--- src/rtl/mod5_pkg.sv ---
package mod5_pkg;
  localparam int unsigned STATE_W = 3;
  localparam int unsigned LAST_CODE = 4;
  typedef logic [STATE_W-1:0] mod5_t;
endpackage

--- src/rtl/jk_bit.sv ---
module jk_bit #(
  parameter bit RESET_VAL = 1'b0
) (
  input  logic clk,
  input  logic rst,
  input  logic ld,
  input  logic ld_val,
  input  logic j,
  input  logic k,
  output logic q
);
  always_ff @(posedge clk) begin
    if (rst)        q <= RESET_VAL;
    else if (ld)    q <= ld_val;
    else begin
      case ({j, k})
        2'b00:   q <= q;
        2'b01:   q <= 1'b0;
        2'b10:   q <= 1'b1;
        default: q <= ~q;
      endcase
    end
  end

  AST_JK_HOLD:   assert property (@(posedge clk) disable iff (rst) (!ld && !j && !k) |=> $stable(q));
  AST_JK_CLEAR:  assert property (@(posedge clk) disable iff (rst) (!ld && !j && k) |=> !q);
  AST_JK_SET:    assert property (@(posedge clk) disable iff (rst) (!ld && j && !k) |=> q);
  AST_JK_TOGGLE: assert property (@(posedge clk) disable iff (rst) (!ld && j && k) |=> (q != $past(q)));
endmodule

--- src/rtl/mod5_jk_core.sv ---
module mod5_jk_core
  import mod5_pkg::*;
(
  input  logic  clk,
  input  logic  rst,
  input  logic  en,
  input  logic  ld,
  input  mod5_t ld_val,
  output mod5_t q
);
  logic [STATE_W-1:0] j_in;
  logic [STATE_W-1:0] k_in;
  logic qa, qb, qc;

  assign qa = q[0];
  assign qb = q[1];
  assign qc = q[2];

  // Excitation equations, gated by enable so a disabled counter holds
  always_comb begin
    j_in[0] = en & ~qc;
    k_in[0] = en;
    j_in[1] = en & ~qc & qa;
    k_in[1] = en & (qc | qa);
    j_in[2] = en & qb & qa;
    k_in[2] = en;
  end

  for (genvar i = 0; i < STATE_W; i++) begin : g_bit
    jk_bit #(.RESET_VAL(1'b0)) u_ff (
      .clk   (clk),
      .rst   (rst),
      .ld    (ld),
      .ld_val(ld_val[i]),
      .j     (j_in[i]),
      .k     (k_in[i]),
      .q     (q[i])
    );
  end
endmodule

--- src/rtl/mod5_d_core.sv ---
module mod5_d_core
  import mod5_pkg::*;
(
  input  logic  clk,
  input  logic  rst,
  input  logic  en,
  input  logic  ld,
  input  mod5_t ld_val,
  output mod5_t q
);
  mod5_t nxt;

  // Reduced next-state equations: any code with the top bit set goes to zero
  always_comb begin
    nxt[0] = ~q[2] & ~q[0];
    nxt[1] = ~q[2] & (q[1] ^ q[0]);
    nxt[2] = ~q[2] & q[1] & q[0];
  end

  always_ff @(posedge clk) begin
    if (rst)      q <= '0;
    else if (ld)  q <= ld_val;
    else if (en)  q <= nxt;
  end

  AST_D_STEP: assert property (@(posedge clk) disable iff (rst)
    (en && !ld && (q < mod5_t'(LAST_CODE))) |=> (q == $past(q) + mod5_t'(1)));
endmodule

--- src/rtl/mod5_pair.sv ---
module mod5_pair
  import mod5_pkg::*;
(
  input  logic               clk,
  input  logic               rst,
  input  logic               cnt_en,
  input  logic               force_ld,
  input  logic [STATE_W-1:0] force_val,
  output logic [STATE_W-1:0] jk_count,
  output logic [STATE_W-1:0] d_count,
  output logic               mismatch
);
  mod5_jk_core u_jk (
    .clk   (clk),
    .rst   (rst),
    .en    (cnt_en),
    .ld    (force_ld),
    .ld_val(force_val),
    .q     (jk_count)
  );

  mod5_d_core u_d (
    .clk   (clk),
    .rst   (rst),
    .en    (cnt_en),
    .ld    (force_ld),
    .ld_val(force_val),
    .q     (d_count)
  );

  assign mismatch = (jk_count != d_count);

  AST_WRAP: assert property (@(posedge clk) disable iff (rst)
    (cnt_en && !force_ld && jk_count == STATE_W'(LAST_CODE)) |=> (jk_count == '0));
  AST_ILLEGAL_RECOVER: assert property (@(posedge clk) disable iff (rst)
    (cnt_en && !force_ld && jk_count > STATE_W'(LAST_CODE)) |=> (jk_count == '0));
  AST_RESET_ZERO: assert property (@(posedge clk)
    rst |=> (jk_count == '0 && d_count == '0));
  AST_HOLD: assert property (@(posedge clk) disable iff (rst)
    (!cnt_en && !force_ld) |=> ($stable(jk_count) && $stable(d_count)));
  AST_LOAD: assert property (@(posedge clk) disable iff (rst)
    force_ld |=> (jk_count == $past(force_val) && d_count == $past(force_val)));
  AST_FORMS_AGREE: assert property (@(posedge clk) disable iff (rst)
    (jk_count == d_count));
endmodule

--- config.mk ---
export PLATFORM = sky130hd
export DESIGN_NAME = mod5_pair
export DESIGN_NICKNAME = d
export VERILOG_FILES = /design/src/rtl/mod5_pkg.sv /design/src/rtl/jk_bit.sv /design/src/rtl/mod5_jk_core.sv /design/src/rtl/mod5_d_core.sv /design/src/rtl/mod5_pair.sv
export SDC_FILE = /design/constraint.sdc
export NUM_CORES = 1
export LEC_CHECK = 0
export BUFFER_PORTS_ARGS = -buffer_cell sky130_fd_sc_hd__buf_2
export CORE_AREA = 2 2 39 41
export CTS_BUF_LIST = sky130_fd_sc_hd__clkbuf_4
export DETAILED_ROUTE_END_ITERATION = 6
export DIE_AREA = 0 0 41 43
export SETUP_SLACK_MARGIN = 0.2
export SLEW_MARGIN = 30
export SYNTH_ARGS = -nofsm -noshare
export SYNTH_HDL_FRONTEND = slang
export SYNTH_SLANG_ARGS = --single-unit
--- constraint.sdc ---
create_clock -name clk -period 2.09 [get_ports clk]
set_clock_uncertainty 0.1 [all_clocks]
set_input_delay 0.209 -clock clk [delete_from_list [all_inputs] [get_ports clk]]
set_output_delay 0.209 -clock clk [all_outputs]
set_load 0.005 [all_outputs]
==> results of run 1 <==
-- synth_stat cells (2+ instances only) --
library cell,n
nand3_1,2
dfxtp_1,6
a21oi_1,4
nand2_1,2
nor2_1,4
inv_1,4
o21ai_0,6
xnor2_1,3
buf_4,3
ha_1,3
nor2b_1,2
a21boi_0,3
-- layer usage --
| metal | global-route usage | vias up | share of wire |
|---|---|---|---|
| li1 | - | 206 | - |
| met1 | 0.1456 | 164 | 0.48 |
| met2 | 0.1313 | 14 | 0.37 |
| met3 | 0.06283 | 5 | 0.092 |
| met4 | 0.1600 | 0 | 0.056 |
| met5 | 0 | - | 0 |
-- flip-flops by register name, summed over array words and instances, names as in the netlist --
register,flops
u_d.q,3
u_jk.g_bit.u_ff.q,3
-- area by class of cell --
class | instances | area, um2
Fill cell | 158 | 888.4
Multi-Input combinational cell | 38 | 249.0
Sequential cell | 6 | 120.1
Timing Repair Buffer | 13 | 65.06
Clock buffer | 3 | 22.52
Tap cell | 16 | 20.02
Inverter | 5 | 18.77
-- cells by family after synthesis --
group / share of synthesized area
flops: 0.2927
compound gates: 0.2592
buf+inv: 0.1006
xor+xnor: 0.06404
simple gates: 0.1921
fa+ha+maj: 0.09147
-- metrics by stage --
step / instances / hold WS, ns
CTS: 81 / 0.06684
floorplan: 52 / 0.1870
detailed placement: 78 / 0.3304
global placement: 78 / 0.3283
finish: 81 / 0.07193
global route: 81 / 0.07437
-- power groups by stage --
stage | registers (mW) | clock network (mW) | logic (mW)
2_1_floorplan | 0.138 | 0 | 0.0466
3_3_place_gp | 0.140 | 0 | 0.0678
3_5_place_dp | 0.140 | 0 | 0.0673
4_1_cts | 0.138 | 0.111 | 0.0679
5_1_grt | 0.140 | 0.120 | 0.0775
6_report | 0.138 | 0.108 | 0.0674
-- critical path: stages (launching register included) --
cell and delay, ns:
dfxtp_1 0.35, o21ai_0 0.28, ha_1 0.29, nor2b_1 0.10
o21ai_0 0.08, a311oi_1 0.24
-- path summary, 6_finish.rpt --
kind / endpoint / slack [ns] / cells after the start
worst max-delay path: u_jk.g_bit[1].u_ff.q / 0.56 / 5
worst min-delay path: u_jk.g_bit[1].u_ff.q / 0.07 / 2
worst max register to register: u_jk.g_bit[1].u_ff.q / 0.56 / 5
worst min register to register: u_d.q[2] / 0.46 / 2
==> metrics.txt, run 1 <==
period utilisation layout=0.7301; DRC=0; clock power share=0.346; Worst-path clk slew=0.04 ns; Worst EP required=2.15 ns; port bufs=13; pwr dens=632.2 nW/um2; P_int=0.2251 mW; post-synth top area cell=dfxtp_1; H-tree levels=1; largest net degree at the start of global routing=10; Antenna diodes=0; minimum clock period=1.526 ns; Critical Path AT=1.59 ns; DR iter-0 viols=5; Placed Area=about 470 um2; Synth Instances=52; largest fanout on the critical path=7; IR drop worst, VDD=about 0.20 mV; share of flip-flops with an asynchronous set or reset=0; crit end category=register; vias per cell=4.802; Synth top area share=0.2927; unrepaired setup endpoints after global routing=no; final slew viol count=0; post-place setup slack=0.5514 ns; Final Hold Vio Count=0; post-synthesis sequential area ratio=0.2927; fin util=0.3580; Worst-Skew Late Latency=0.25 ns; post-route ant nets=0; Syn Std Cell Area=between 400 and 500 um2; mean area per synthesized cell=approximately 7.9 um2; Core Region=1384 um2; Worst Setup SP=u_jk.g_bit[0].u_ff.q; DR vias=389; Hold Crit Start=rst; static leakage=0.2270 nW; most common cell after layout, fill and taps aside=buf_2; Syn Nets=62; GP Congestion=about 0.73; Post-synth EDFFs=0; Pre-Repair DR Iteration Count=4; clock root buffer master=clkbuf_4; final WL=859 um; Setup Viol. Count Final=0; initial antenna violation count=0; top cells by area, synth=dfxtp_1, ha_1, o21ai_0; first-pass GRT wire length=1283 um; Final TNS setup=0 ns; fin area=495.5 um2; GRT overflow=0; CTS tree=done; actual slew at the worst max-slew pin=approximately 0.28 ns; final worst slack=0.5641 ns; Routed wire per std cell=10.60 um; worst setup path class=reg2reg; Rows=14; Top FF cell, synth=dfxtp_1; Die Ht=43 um; CTS sink count=6; Num CTS Buffers=3; Critical Path Source Type=register; yosys warns=0; status=completed; sw frac=0.2814; die area=1763 um2; Max clock buf depth=2; flops & latches, synth=6; Hold-fix buffers, CTS=0; postcts setup bufs=0; Peak Freq=655.3 MHz; nets=77; IO Pins=14; dpl hpwl=between 600 and 700 um; vias in the first global route=314; post-synth cell types=22; Tot Pwr=0.3132 mW; gr usage total=0.1237; Initial Util=0.2966; commonest cells after routing, fill and taps aside=buf_2, o21ai_0, dfxtp_1; Area Overhead vs Synth=20.73%; CTS resizes=0; layout cells sized above 1=0.2923; Die W=41 um; worst hold path type=in2reg; max cap viols=0; sequential power share=0.439; Sw Pwr=0.08815 mW; Reg2Reg Launch Point=u_jk.g_bit[0].u_ff.q; Comb pwr share=0.215; Max-slew headroom=0.8127
Power figures use the tool's default switching activity.
==> inputs of run 2 (changes only) <==
==> constraint.sdc (replaced) <==
create_clock -name clk -period 1.57 [get_ports clk]
set_clock_uncertainty 0.1 [all_clocks]
set_input_delay 0.157 -clock clk [delete_from_list [all_inputs] [get_ports clk]]
set_output_delay 0.157 -clock clk [all_outputs]
set_load 0.005 [all_outputs]
==> metrics.txt, run 2 (synthesis gave the netlist of run 1 again) <==
Max-slew headroom=0.8204; Worst-path clk slew=0.04 ns; Worst Setup SP=u_jk.g_bit[0].u_ff.q; CP delay by family, top=compound AO/OA/AOI/OAI gates; P_int=0.3150 mW; Critical-path top delay cell=dfxtp_4; gr usage total=0.1216; vias per cell=4.880; Reg2Reg Launch Point=u_jk.g_bit[0].u_ff.q; Tot Pwr=0.4409 mW; static leakage=0.2497 nW; status=completed; Peak Freq=708.9 MHz; layout cells sized above 1=0.4627; vias in the first global route=353; initial antenna violation count=0; port bufs=13; final slew viol count=0; Layout Cells excl Fill=83; Pre-Repair DR Iteration Count=4; Setup Viol. Count Final=0; Core Region=approximately 1400 um2; crit end category=register; Rows=14; Critical Path AT=1.45 ns; DR iter-0 viols=1; CTS sink count=6; Die Ht=43 um; sw frac=0.2856; Routed wire per std cell=between 10 and 15 um; Die W=between 40 and 50 um; actual slew at the worst max-slew pin=0.2690 ns; Worst-Skew Late Latency=0.24 ns; RR Endpoint=u_jk.g_bit[1].u_ff.q; IR drop worst, VDD=0.2653 mV; placed cells=78; Worst EP required=around 1.6 ns; CTS tree=done; largest net degree at the start of global routing=10; minimum clock period=between 1 and 1.5 ns; Min Hold Slack=0.03636 ns; Initial Util=0.2966; pwr dens=751.4 nW/um2; period utilisation layout=0.8985; Area Overhead vs Synth=42.99%; length in cells of the worst reg-to-reg path=5; H-tree levels=1; Max clock buf depth=2; post-place setup slack=0.01836 ns; most common cell after layout, fill and taps aside=buf_2; Final Hold Vio Count=0; R2R setup slack=0.16 ns; WP buf/inv=0; worst setup path class=reg2reg; dpl hpwl=706.9 um; CP max stage delay=0.37 ns; Critical Path Source Type=register; worst hold path type=in2reg; fin area=between 500 and 600 um2; Hold Crit Start=rst; post-route ant nets=0; Fillers=144; Placed Area=491.7 um2; Sw Pwr=0.1259 mW; Hold-fix buffers, CTS=0; max cap viols=0; endpoint of the worst hold path=u_jk.g_bit[1].u_ff.q; final worst slack=between 0.15 and 0.2 ns; clock power share=0.312; nets=just under 80; commonest cells after routing, fill and taps aside=buf_2, inv_1, a21oi_1; fin util=0.4241; Final TNS setup=0 ns; first-pass GRT wire length=1407 um; DRC=0; IO Pins=14; unrepaired setup endpoints after global routing=yes; sequential power share=0.424; clock root buffer master=clkbuf_4; GP Congestion=0.6429; die area=1763 um2; largest fanout on the critical path=6; worst-path cell chain=o21ai_4, ha_4, nor2b_1, o21ai_1, a311oi_1; Largest regs=u_d.q x3, u_jk.g_bit.u_ff.q x3; GRT overflow=0; Num CTS Buffers=3; Hold Path Cell Cnt=2; final WL=935 um; Antenna diodes=0; Comb pwr share=0.264; DR vias=405
-- run 2: cell types whose count changed in the layout (fill, tap and decap cells not counted), sizes merged --
cell,change
buf,+2
-- run 2: worst reg2reg max path, delay by kind of cell, from the launching register on --
kind / cells / cell delay, ns
flip-flops: 1 / 0.37
adder cells (fa/ha/maj): 1 / 0.23
AO/OA/AOI/OAI: 3 / 0.50
AND/OR/NAND/NOR: 1 / 0.12
-- run 2: power by group through the flow --
stage               Combinational, mW  Sequential, mW  Clock [mW]
detailed placement             0.0934           0.189           0
CTS                             0.107           0.185       0.143
global route                    0.135           0.188       0.149
floorplan                      0.0643           0.185           0
finish                          0.116           0.187       0.138
global placement               0.0925           0.188           0
-- run 2: area by class of cell --
type	instances	area, um2	share of cell area
Sequential cell	6	131.4	0.2239
Timing Repair Buffer	15	80.08	0.1365
Inverter	5	18.77	0.03198
Clock buffer	3	22.52	0.03838
Multi-Input combinational cell	38	314.1	0.5352
Tap cell	16	20.02	0.03412
-- run 2: what timing repair did --
item,4_1_cts,5_1_grt
setup buffers,2,0
gates resized for setup,9,7
setup endpoints to repair,2,3
pin swaps,3,3
-- run 2: worst max-delay path by stage --
stage / endpoint / slack (ns) / cells past startpoint
after floorplan: u_jk.g_bit[1].u_ff.q / 0.20 / 5
final: u_jk.g_bit[1].u_ff.q / 0.16 / 5
after detailed placement: u_jk.g_bit[1].u_ff.q / 0.02 / 5
after global routing: u_jk.g_bit[1].u_ff.q / 0.10 / 6
after CTS: u_jk.g_bit[1].u_ff.q / 0.16 / 5
after global placement: u_jk.g_bit[1].u_ff.q / 0.06 / 5
-- run 2: per-layer routing --
layer | GRT usage | wire, um
met2 | 0.2063 | 465
met3 | 0 | 30
met1 | 0.1290 | 405
met5 | 0 | 0
met4 | 0.1000 | 34
==> inputs of run 3 (changes only) <==
==> constraint.sdc (replaced) <==
create_clock -name clk -period 1.57 [get_ports clk]
set_clock_uncertainty 0.1 [all_clocks]
set_input_delay 0.0785 -clock clk [delete_from_list [all_inputs] [get_ports clk]]
set_output_delay 0.0785 -clock clk [all_outputs]
set_load 0.005 [all_outputs]
==> metrics.txt, run 3 (synthesis gave the netlist of run 1 again) <==
Critical-path top delay cell=dfxtp_4; post-route ant nets=0; sw frac=0.2841; largest fanout on the critical path=6; Placed Area=slightly below 500 um2; clock root buffer master=clkbuf_4; Worst EP required=1.61 ns; Largest regs=u_d.q x3, u_jk.g_bit.u_ff.q x3; nets=80; P_int=0.3143 mW; IR drop worst, VDD=0.2655 mV; first-pass GRT wire length=1421 um; IO Pins=14; CTS tree=done; Routed wire per std cell=between 10 and 15 um; actual slew at the worst max-slew pin=0.2643 ns; Initial Util=0.2966; final WL=935 um; worst setup path class=reg2reg; Fillers=145; GRT overflow=0; Die Ht=43 um; CP max stage delay=0.37 ns; Sw Pwr=0.1247 mW; gr usage total=0.1226; die area=1763 um2; fin area=589.3 um2; wl on met1=between 400 and 500 um; Final Hold Vio Count=0; Met3 Wirelength=30 um; clock power share=0.314; Worst-path clk slew=0.04 ns; Area Overhead vs Synth=43.60%; Num CTS Buffers=3; Rows=14; DR iter-0 viols=1; dpl hpwl=706.9 um; Die W=41 um; H-tree levels=1; worst-path cell chain=o21ai_4, ha_4, nor2b_1, o21ai_1, a311oi_1; pwr dens=745.0 nW/um2; layout cells sized above 1=0.4412; DR top layer=met4; Final TNS setup=0 ns; Comb pwr share=0.263; DRC=0; met2 WL=462 um; largest net degree at the start of global routing=10; status=completed; Reg area=131.4 um2; Core Region=1384 um2; Critical Path Source Type=register; Multi-input gate area=around 310 um2; Antenna diodes=0; Peak Freq=just over 700 MHz; commonest cells after routing, fill and taps aside=buf_2, inv_1, a21oi_1; crit end category=register; vias per cell=4.857; port bufs=13; initial antenna violation count=0; unrepaired setup endpoints after global routing=yes; Layout Cells excl Fill=84; GP Congestion=around 0.64; placed cells=between 70 and 80; Critical Path AT=1.45 ns; static leakage=0.2498 nW; Min Hold Slack=around 0.029 ns; Pre-Repair DR Iteration Count=4; worst hold path type=in2reg; DR vias=408; vias in the first global route=360; CTS sink count=6; Setup Viol. Count Final=0; Tot Pwr=around 0.44 mW; Max-slew headroom=0.8238; Worst-Skew Late Latency=0.24 ns; sequential power share=0.424; Max clock buf depth=2; most common cell after layout, fill and taps aside=buf_2; period utilisation layout=0.8991; max cap viols=0; minimum clock period=1.412 ns; final slew viol count=0
run 3: stage by stage:
step                setup WS, ns  utilization
floorplan                 0.2025            -
global placement         0.06258       0.3553
detailed placement       0.01836       0.3553
CTS                       0.1606       0.4060
global route              0.1016       0.4259
finish                    0.1585       0.4259
run 3: what timing repair did:
action	in CTS	in global routing
setup buffers	2	0
hold endpoints to repair	2	0
resized for setup	9	6
hold buffers	1	0
pin swaps	3	2
setup endpoints to repair	2	2
cloned	0	0
run 3: layout make-up:
cell class	instances	share of cell area
multi-input combinational	38	0.5202
sequential	6	0.2229
clock buffer	3	0.03822
inverter	5	0.03185
timing repair buffer	16	0.1529
tap	16	0.03397
run 3: worst max-delay path: cells and delay by family, from the launching register on:
kind,cells,cell delay (ns)
flip-flops,1,0.37
adder cells (fa/ha/maj),1,0.23
AO/OA/AOI/OAI,3,0.50
AND/OR/NAND/NOR,1,0.12
run 3: path summary, 6_finish.rpt:
check | startpoint | slack, ns | depth (start not counted) | end
worst max-delay path | u_jk.g_bit[0].u_ff.q | 0.16 | 5 | u_jk.g_bit[1].u_ff.q
worst min-delay path | rst | 0.03 | 3 | u_jk.g_bit[2].u_ff.q
worst max register to register | u_jk.g_bit[0].u_ff.q | 0.16 | 5 | u_jk.g_bit[1].u_ff.q
worst min register to register | u_d.q[1] | 0.44 | 2 | u_d.q[2]
run 3: layer usage:
layer | global-route usage | up-vias
met2 | 0.2094 | 11
li1 | - | 213
met4 | 0.1000 | 0
met3 | 0 | 4
met5 | 0 | -
met1 | 0.1290 | 180
run 3: power groups by stage:
stage / clock network (mW) / registers [mW] / logic [mW]
6_report: 0.138 / 0.186 / 0.115
5_1_grt: 0.149 / 0.188 / 0.134
4_1_cts: 0.143 / 0.185 / 0.109
3_5_place_dp: 0 / 0.189 / 0.0934
3_3_place_gp: 0 / 0.188 / 0.0925
2_1_floorplan: 0 / 0.185 / 0.0643
